**src/rtl/pbc_pkg.sv**
```systemverilog
package pbc_pkg;
  typedef enum logic [1:0] {
    ST_IDLE   = 2'd0,
    ST_ACTIVE = 2'd1,
    ST_DONE   = 2'd2
  } burst_state_t;
endpackage

```
**src/rtl/pbc_trig_edge.sv**
```systemverilog
module pbc_trig_edge (
  input  logic clk,
  input  logic rst,
  input  logic level_in,
  output logic rise
);
  logic level_q;

  always_ff @(posedge clk) begin
    if (rst) level_q <= 1'b0;
    else     level_q <= level_in;
  end

  assign rise = level_in & ~level_q;
endmodule

```
**src/rtl/pbc_param_latch.sv**
```systemverilog
module pbc_param_latch #(
  parameter int CW = 16,
  parameter int NW = 8,
  parameter int PW = 32
) (
  input  logic          clk,
  input  logic          rst,
  input  logic          load,
  input  logic [CW-1:0] cfg_width,
  input  logic [CW-1:0] cfg_pri,
  input  logic [NW-1:0] cfg_count,
  input  logic [PW-1:0] cfg_fstart,
  input  logic [PW-1:0] cfg_step,
  output logic [CW-1:0] width_q,
  output logic [CW:0]   pri_q,
  output logic [NW-1:0] count_q,
  output logic [PW-1:0] fstart_q,
  output logic [PW-1:0] step_q
);
  logic [CW-1:0] width_eff;
  logic [CW:0]   pri_eff;

  // zero width behaves as one cycle; interval must leave an idle cycle
  always_comb begin
    width_eff = (cfg_width == '0) ? CW'(1) : cfg_width;
    if ({1'b0, cfg_pri} <= {1'b0, width_eff})
      pri_eff = {1'b0, width_eff} + (CW+1)'(1);
    else
      pri_eff = {1'b0, cfg_pri};
  end

  always_ff @(posedge clk) begin
    if (rst) begin
      width_q  <= CW'(1);
      pri_q    <= (CW+1)'(2);
      count_q  <= '0;
      fstart_q <= '0;
      step_q   <= '0;
    end else if (load) begin
      width_q  <= width_eff;
      pri_q    <= pri_eff;
      count_q  <= cfg_count;
      fstart_q <= cfg_fstart;
      step_q   <= cfg_step;
    end
  end

  // the latched interval always leaves an idle cycle after the pulse
  a_r7_idle_gap: assert property (@(posedge clk) disable iff (rst)
    pri_q > {1'b0, width_q});
  // the latched width is never zero
  a_r7_width_nonzero: assert property (@(posedge clk) disable iff (rst)
    width_q != '0);
endmodule

```
**src/rtl/pbc_pri_timer.sv**
```systemverilog
module pbc_pri_timer #(
  parameter int CW = 16,
  parameter int NW = 8
) (
  input  logic          clk,
  input  logic          rst,
  input  logic          start,
  input  logic [CW-1:0] width,
  input  logic [CW:0]   pri,
  input  logic [NW-1:0] count,
  output logic          tx_active,
  output logic          pulse_start,
  output logic          finish
);
  logic          run;
  logic [CW:0]   pos_q;
  logic [NW-1:0] idx_q;
  logic [CW:0]   pos_nxt;
  logic          wrap;
  logic          last;

  assign pos_nxt = pos_q + (CW+1)'(1);
  assign wrap    = (pos_nxt == pri);
  assign last    = (idx_q == count - NW'(1));
  assign finish  = run & wrap & last;

  always_ff @(posedge clk) begin
    if (rst) begin
      run         <= 1'b0;
      pos_q       <= '0;
      idx_q       <= '0;
      tx_active   <= 1'b0;
      pulse_start <= 1'b0;
    end else if (start) begin
      run         <= 1'b1;
      pos_q       <= '0;
      idx_q       <= '0;
      tx_active   <= 1'b1;
      pulse_start <= 1'b1;
    end else if (run) begin
      if (wrap && last) begin
        run         <= 1'b0;
        pos_q       <= '0;
        tx_active   <= 1'b0;
        pulse_start <= 1'b0;
      end else if (wrap) begin
        pos_q       <= '0;
        idx_q       <= idx_q + NW'(1);
        tx_active   <= 1'b1;
        pulse_start <= 1'b1;
      end else begin
        pos_q       <= pos_nxt;
        tx_active   <= (pos_nxt < {1'b0, width});
        pulse_start <= 1'b0;
      end
    end else begin
      tx_active   <= 1'b0;
      pulse_start <= 1'b0;
    end
  end

  // the strobe only appears together with the gate
  a_r4_strobe_in_gate: assert property (@(posedge clk) disable iff (rst)
    pulse_start |-> tx_active);
  // every rise of the gate carries the strobe
  a_r4_rise_strobe: assert property (@(posedge clk) disable iff (rst)
    $rose(tx_active) |-> pulse_start);
  // each pulse is preceded by a low gate cycle
  a_r7_gap_before_pulse: assert property (@(posedge clk) disable iff (rst)
    pulse_start |-> !$past(tx_active));
endmodule

```
**src/rtl/pbc_burst_fsm.sv**
```systemverilog
module pbc_burst_fsm
  import pbc_pkg::*;
(
  input  logic clk,
  input  logic rst,
  input  logic rise,
  input  logic trig_level,
  input  logic count_zero,
  input  logic finish,
  output logic load,
  output logic start_timer,
  output logic busy,
  output logic done
);
  burst_state_t state_q, state_d;

  always_comb begin
    state_d     = state_q;
    load        = 1'b0;
    start_timer = 1'b0;
    unique case (state_q)
      ST_IDLE: begin
        if (rise) begin
          load = 1'b1;
          if (count_zero) begin
            state_d = ST_DONE;
          end else begin
            state_d     = ST_ACTIVE;
            start_timer = 1'b1;
          end
        end
      end
      ST_ACTIVE: if (finish)      state_d = ST_DONE;
      ST_DONE:   if (!trig_level) state_d = ST_IDLE;
      default:                    state_d = ST_IDLE;
    endcase
  end

  always_ff @(posedge clk) begin
    if (rst) begin
      state_q <= ST_IDLE;
      busy    <= 1'b0;
      done    <= 1'b0;
    end else begin
      state_q <= state_d;
      busy    <= (state_d == ST_ACTIVE);
      done    <= (state_d == ST_DONE);
    end
  end

  // the finished state is held while the trigger stays high
  a_r6_done_hold: assert property (@(posedge clk) disable iff (rst)
    (state_q == ST_DONE && trig_level) |=> (state_q == ST_DONE));
  // a running burst never drops straight back to idle
  a_r2_no_abort: assert property (@(posedge clk) disable iff (rst)
    (state_q == ST_ACTIVE) |=> (state_q != ST_IDLE));
endmodule

```
**src/rtl/pulse_burst_ctrl.sv**
```systemverilog
module pulse_burst_ctrl #(
  parameter int CW = 16,
  parameter int NW = 8,
  parameter int PW = 32
) (
  input  logic          clk,
  input  logic          rst,
  input  logic          trig_bit,
  input  logic [CW-1:0] cfg_width,
  input  logic [CW-1:0] cfg_pri,
  input  logic [NW-1:0] cfg_count,
  input  logic [PW-1:0] cfg_fstart,
  input  logic [PW-1:0] cfg_step,
  output logic          tx_active,
  output logic          pulse_start,
  output logic [PW-1:0] chirp_fstart,
  output logic [PW-1:0] chirp_step,
  output logic          burst_busy,
  output logic          burst_done
);
  logic          rise;
  logic          load;
  logic          start_timer;
  logic          finish;
  logic [CW-1:0] width_q;
  logic [CW:0]   pri_q;
  logic [NW-1:0] count_q;

  pbc_trig_edge u_edge (
    .clk      (clk),
    .rst      (rst),
    .level_in (trig_bit),
    .rise     (rise)
  );

  pbc_burst_fsm u_fsm (
    .clk         (clk),
    .rst         (rst),
    .rise        (rise),
    .trig_level  (trig_bit),
    .count_zero  (cfg_count == '0),
    .finish      (finish),
    .load        (load),
    .start_timer (start_timer),
    .busy        (burst_busy),
    .done        (burst_done)
  );

  pbc_param_latch #(.CW(CW), .NW(NW), .PW(PW)) u_latch (
    .clk        (clk),
    .rst        (rst),
    .load       (load),
    .cfg_width  (cfg_width),
    .cfg_pri    (cfg_pri),
    .cfg_count  (cfg_count),
    .cfg_fstart (cfg_fstart),
    .cfg_step   (cfg_step),
    .width_q    (width_q),
    .pri_q      (pri_q),
    .count_q    (count_q),
    .fstart_q   (chirp_fstart),
    .step_q     (chirp_step)
  );

  pbc_pri_timer #(.CW(CW), .NW(NW)) u_timer (
    .clk         (clk),
    .rst         (rst),
    .start       (start_timer),
    .width       (width_q),
    .pri         (pri_q),
    .count       (count_q),
    .tx_active   (tx_active),
    .pulse_start (pulse_start),
    .finish      (finish)
  );

  // the gate is only open during a burst
  a_r10_gate_in_burst: assert property (@(posedge clk) disable iff (rst)
    tx_active |-> burst_busy);
  // busy and done never overlap
  a_r5_exclusive: assert property (@(posedge clk) disable iff (rst)
    !(burst_busy && burst_done));
  // chirp settings do not move inside a burst
  a_r9_chirp_frozen: assert property (@(posedge clk) disable iff (rst)
    (burst_busy && $past(burst_busy)) |-> ($stable(chirp_fstart) && $stable(chirp_step)));
endmodule

```
**config.mk**
```make
export PLATFORM = sky130hd
export DESIGN_NAME = pulse_burst_ctrl
export DESIGN_NICKNAME = d
export VERILOG_FILES = /design/src/rtl/pbc_pkg.sv /design/src/rtl/pbc_trig_edge.sv /design/src/rtl/pbc_param_latch.sv /design/src/rtl/pbc_pri_timer.sv /design/src/rtl/pbc_burst_fsm.sv /design/src/rtl/pulse_burst_ctrl.sv
export SDC_FILE = /design/constraint.sdc
export NUM_CORES = 1
export LEC_CHECK = 0
export BUFFER_PORTS_ARGS = -buffer_cell sky130_fd_sc_hd__buf_2
export CAP_MARGIN = 20
export CORE_MARGIN = 2
export CORE_UTILIZATION = 50
export DETAILED_ROUTE_END_ITERATION = 7
export PLACE_DENSITY = 0.75
export SYNTH_ARGS = -nofsm -noshare
export SYNTH_HDL_FRONTEND = slang
export SYNTH_SLANG_ARGS = --single-unit
```
**constraint.sdc**
```tcl
create_clock -name clk -period 4.6 [get_ports clk]
set_clock_uncertainty 0.1 [all_clocks]
set_input_delay 0.69 -clock clk [delete_from_list [all_inputs] [get_ports clk]]
set_output_delay 0.69 -clock clk [all_outputs]
set_load 0.02 [all_outputs]
```
==> out/summary.log <==
qor: critical_path.setup.worst_path.end_class flop
qor: cts.tritoncts built
qor: cts.cts.root.buffer_cell sky130_fd_sc_hd__clkbuf_16
qor: cts.cts_setup_buffers 0
qor: power.ir_drop 0.286 mV
qor: logic_synthesis.synth_cells 937
qor: power.power_density 361 nW/um2
qor: timing.finalSetupViolations 0
qor: place.numPlacedInstances 1243
qor: drt.dr_wl_cell 15.3 um
qor: logic_synthesis.synth.area.top_cells sky130_fd_sc_hd__dfxtp_1 (38%), sky130_fd_sc_hd__nand2_1 (12%), sky130_fd_sc_hd__a21oi_1 (7.5%)
qor: die.fp.dieH 124 um
qor: critical_path.path_depth 7
qor: timing.worst_max_slew_margin_expressed_relative_to_the_limit 0.310
qor: job.max_cap_violations 0
qor: logic_synthesis.mapped_nets 1078
qor: die.coreArea 14000 um2
qor: grt.largest_net_degree_at_the_start_of_global_routing 103
qor: logic_synthesis.synth.avg_cell_area 7.73 um2
qor: critical_path.crit_family simple AND/OR/NAND/NOR gates
qor: critical_path.r2r.worst_path.cells 7
qor: critical_path.cp_slowest_cell sky130_fd_sc_hd__nor4_1
qor: timing.timing_hold_violations_final 0
qor: power.net-switching-power 915 uW
qor: grt.grt_pass1_wl 32000 um
qor: drt.routed_wirelength 19500 um
qor: grt.grt_pass1_vias 6685
qor: cts.ctsResizeCount 0
qor: drt.drt-vias-per-instance 5.49
qor: critical_path.critical_path.max_fanout 14
qor: logic_synthesis.synthArstFlopShare 0
qor: cts.cts_htree_levels 4
qor: layout.design_area 8790 um2
qor: power.power_frac_clock 0.442
qor: critical_path.critical_path.max_stage_delay 0.80 ns
qor: place.number_of_i_o_port_buffers 174
qor: grt.global_route.usage.total 0.248
qor: power.p_seq_frac 0.410
qor: die.die_footprint 15500 um2
qor: logic_synthesis.synth-seq-cells 138
qor: cts.cts_buffer_depth 2
qor: logic_synthesis.netlist_area 7240 um2
qor: critical_path.timing.critical_path.from_type flop
qor: drt.via_count 6994
qor: worst_hold_path.hold_class flop to flop
qor: grt.grt_antenna_before_repair 0
qor: logic_synthesis.yosys_warnings 0
qor: logic_synthesis.synth_seq_area_share 0.382
qor: layout.num-nets-final 1223
qor: cts.tritoncts.num_buffers 17
qor: critical_path.path_class flop to flop
qor: power.p_leak 3.87 nW
qor: logic_synthesis.post_synth_num_cell_types 59
qor: timing.report.final.slew_viol_count 0
qor: grt.grt-ovfl-total 0
qor: layout.area.growth.synth_to_final 21.4%
qor: timing.max_slew.worst_pin.slew 1.04 ns
qor: cts.cts_hold_repair.buffers 0
qor: place.dpl-instance-area 8190 um2
qor: timing.setup_tns 0 ns
qor: layout.antenna_cells_inserted 0
qor: drt.remaining_drc_errors 0
qor: drt.first_pass_iters 5
qor: timing.rsz0062_at_grt no
qor: run_status.run_status finished, final reports clean
qor: layout.layout-drive-gt1-share 0.206
qor: place.finalWeightedCongestion 0.910
qor: worst_hold_path.min_path_cells 2
qor: critical_path.crit_arrival 3.92 ns
qor: logic_synthesis.synth_area_leader_cell sky130_fd_sc_hd__dfxtp_1
qor: cts.clk_pin_slew 0.06 ns
qor: cts.numClockSinks 138
qor: drt.ant_nets 0
qor: logic_synthesis.synth.top_cell.area_share 0.382
qor: timing.max_clock_freq 0.266 GHz
qor: die.boundaryPins 175
qor: die.initial_core_util 0.518
qor: layout.stdcell_count 1275
qor: critical_path.required 4.76 ns
qor: die.die_x_extent 124 um
qor: power.power.combinational.fraction 0.148
qor: logic_synthesis.yosys_most_used_dff sky130_fd_sc_hd__dfxtp_1
qor: timing.min_period_over_period 0.818
qor: power.cellInternalPower 2.26 mW
qor: cts.insertion_delay 0.42 ns
qor: place.dp_hpwl 14000 um
qor: timing.final_period_minus_worst_setup_slack 3.76 ns
qor: die.fp-row-count 43
qor: logic_synthesis.synth-edff-count 0
qor: drt.first_iter_violations 500
qor: critical_path.cp.buffers_inverters 0
qor: critical_path.cells_traversed_along_the_worst_timing_path nand3_1, nor4_1, xnor2_1, o2111ai_1, or4_4, nor3_2, a41oi_1
qor: power.design_power_total 3.17 mW
qor: power.power.share.switching 0.288
==> power groups by stage <==
stage	Clock (mW)	Sequential (mW)	Combinational [mW]
final	1.40	1.30	0.470
after global routing	1.46	1.31	0.520
after CTS	1.41	1.30	0.469
after detailed placement	0	1.33	0.466
after global placement	0	1.33	0.464
after floorplan	0	1.36	0.266
==> sequential cells by signal, indices dropped and copies added, names as in the netlist, 2 cells and up <==
signal,count
u_timer.pos_q,17
u_latch.width_q,16
u_fsm.state_q,2
u_latch.pri_q,17
u_latch.fstart_q,32
u_latch.step_q,32
u_timer.idx_q,8
u_latch.count_q,8
==> synth_stat cells, types with 3 or more instances <==
cell type / number
sky130_fd_sc_hd__a211oi_1: 20
sky130_fd_sc_hd__a21o_1: 7
sky130_fd_sc_hd__a21oi_1: 109
sky130_fd_sc_hd__a311oi_1: 5
sky130_fd_sc_hd__a31oi_1: 4
sky130_fd_sc_hd__and2_1: 6
sky130_fd_sc_hd__and3_1: 11
sky130_fd_sc_hd__buf_2: 8
sky130_fd_sc_hd__clkbuf_1: 48
sky130_fd_sc_hd__dfxtp_1: 138
sky130_fd_sc_hd__ha_1: 34
sky130_fd_sc_hd__inv_1: 44
sky130_fd_sc_hd__mux2i_1: 4
sky130_fd_sc_hd__nand2_1: 224
sky130_fd_sc_hd__nand2b_1: 8
sky130_fd_sc_hd__nand3_1: 21
sky130_fd_sc_hd__nand4_1: 16
sky130_fd_sc_hd__nor2_1: 49
sky130_fd_sc_hd__nor2b_1: 5
sky130_fd_sc_hd__nor3_1: 11
sky130_fd_sc_hd__nor4_1: 21
sky130_fd_sc_hd__o2111ai_1: 5
sky130_fd_sc_hd__o211ai_1: 3
sky130_fd_sc_hd__o21a_1: 6
sky130_fd_sc_hd__o21ai_0: 20
sky130_fd_sc_hd__or3_1: 9
sky130_fd_sc_hd__or4_1: 5
sky130_fd_sc_hd__xnor2_1: 31
sky130_fd_sc_hd__xor2_1: 30
==> placed cells by master (no fill, tap or decap), types with 30 or more instances in the layout <==
master                    count
sky130_fd_sc_hd__xnor2_1     31
sky130_fd_sc_hd__ha_1        34
sky130_fd_sc_hd__nand2_1    224
sky130_fd_sc_hd__a21oi_1    109
sky130_fd_sc_hd__dfxtp_1    138
sky130_fd_sc_hd__buf_2      173
sky130_fd_sc_hd__xor2_1      30
sky130_fd_sc_hd__nor2_1      49
sky130_fd_sc_hd__inv_1       44
==> worst reg2reg max path: stages (launching register included) <==
cell,delay (ns)
sky130_fd_sc_hd__dfxtp_1,0.51
sky130_fd_sc_hd__nand3_1,0.33
sky130_fd_sc_hd__nor4_1,0.80
sky130_fd_sc_hd__xnor2_1,0.20
sky130_fd_sc_hd__o2111ai_1,0.18
sky130_fd_sc_hd__or4_4,0.60
sky130_fd_sc_hd__nor3_2,0.67
sky130_fd_sc_hd__a41oi_1,0.22
==> layer usage <==
layer | vias to the layer above | GRT usage | routed length [um]
met3 | 26 | 0.0739 | 1460
met5 | - | 0 | 0
met2 | 222 | 0.403 | 9070
li1 | 3509 | - | -
met1 | 3237 | 0.319 | 8640
met4 | 0 | 0.0694 | 348
==> through the flow <==
step,setup WS (ns),hold WS [ns],util
5_1_grt,0.562,0.368,0.628
3_5_place_dp,0.908,0.343,0.585
4_1_cts,0.894,0.352,0.628
6_report,0.838,0.351,0.628
2_1_floorplan,1.63,0.336,-
3_3_place_gp,1.02,0.339,0.585
==> path summary, 6_finish.rpt <==
check	startpoint	slack, ns	to
hold / removal	u_latch.step_q[8]$_SDFFE_PP0P_	0.35	u_latch.step_q[8]$_SDFFE_PP0P_
hold reg to reg	u_latch.step_q[8]$_SDFFE_PP0P_	0.35	u_latch.step_q[8]$_SDFFE_PP0P_
setup reg to reg	u_timer.pos_q[5]$_SDFFE_PP0P_	0.84	u_fsm.busy$_SDFF_PP0_
setup / recovery	u_timer.pos_q[5]$_SDFFE_PP0P_	0.84	u_fsm.busy$_SDFF_PP0_
==> cell type report <==
type | count | area, um2
inverters | 44 | 165
clock inverters | 15 | 178
repair buffers | 183 | 941
fillers | 1299 | 5200
multi-input cells | 698 | 4090
clock buffers | 17 | 425
well taps | 180 | 225
flip-flops and latches | 138 | 2760
==> cell families after synthesis <==
logic type	count (synthesis)	share of synthesized area
compound gates	198	0.166
flops	138	0.382
simple gates	399	0.254
mux	4	0.00553
xor+xnor	63	0.0800
buf+inv	101	0.0543
fa+ha+maj	34	0.0588
No activity file was read; power rests on OpenSTA's default activity.
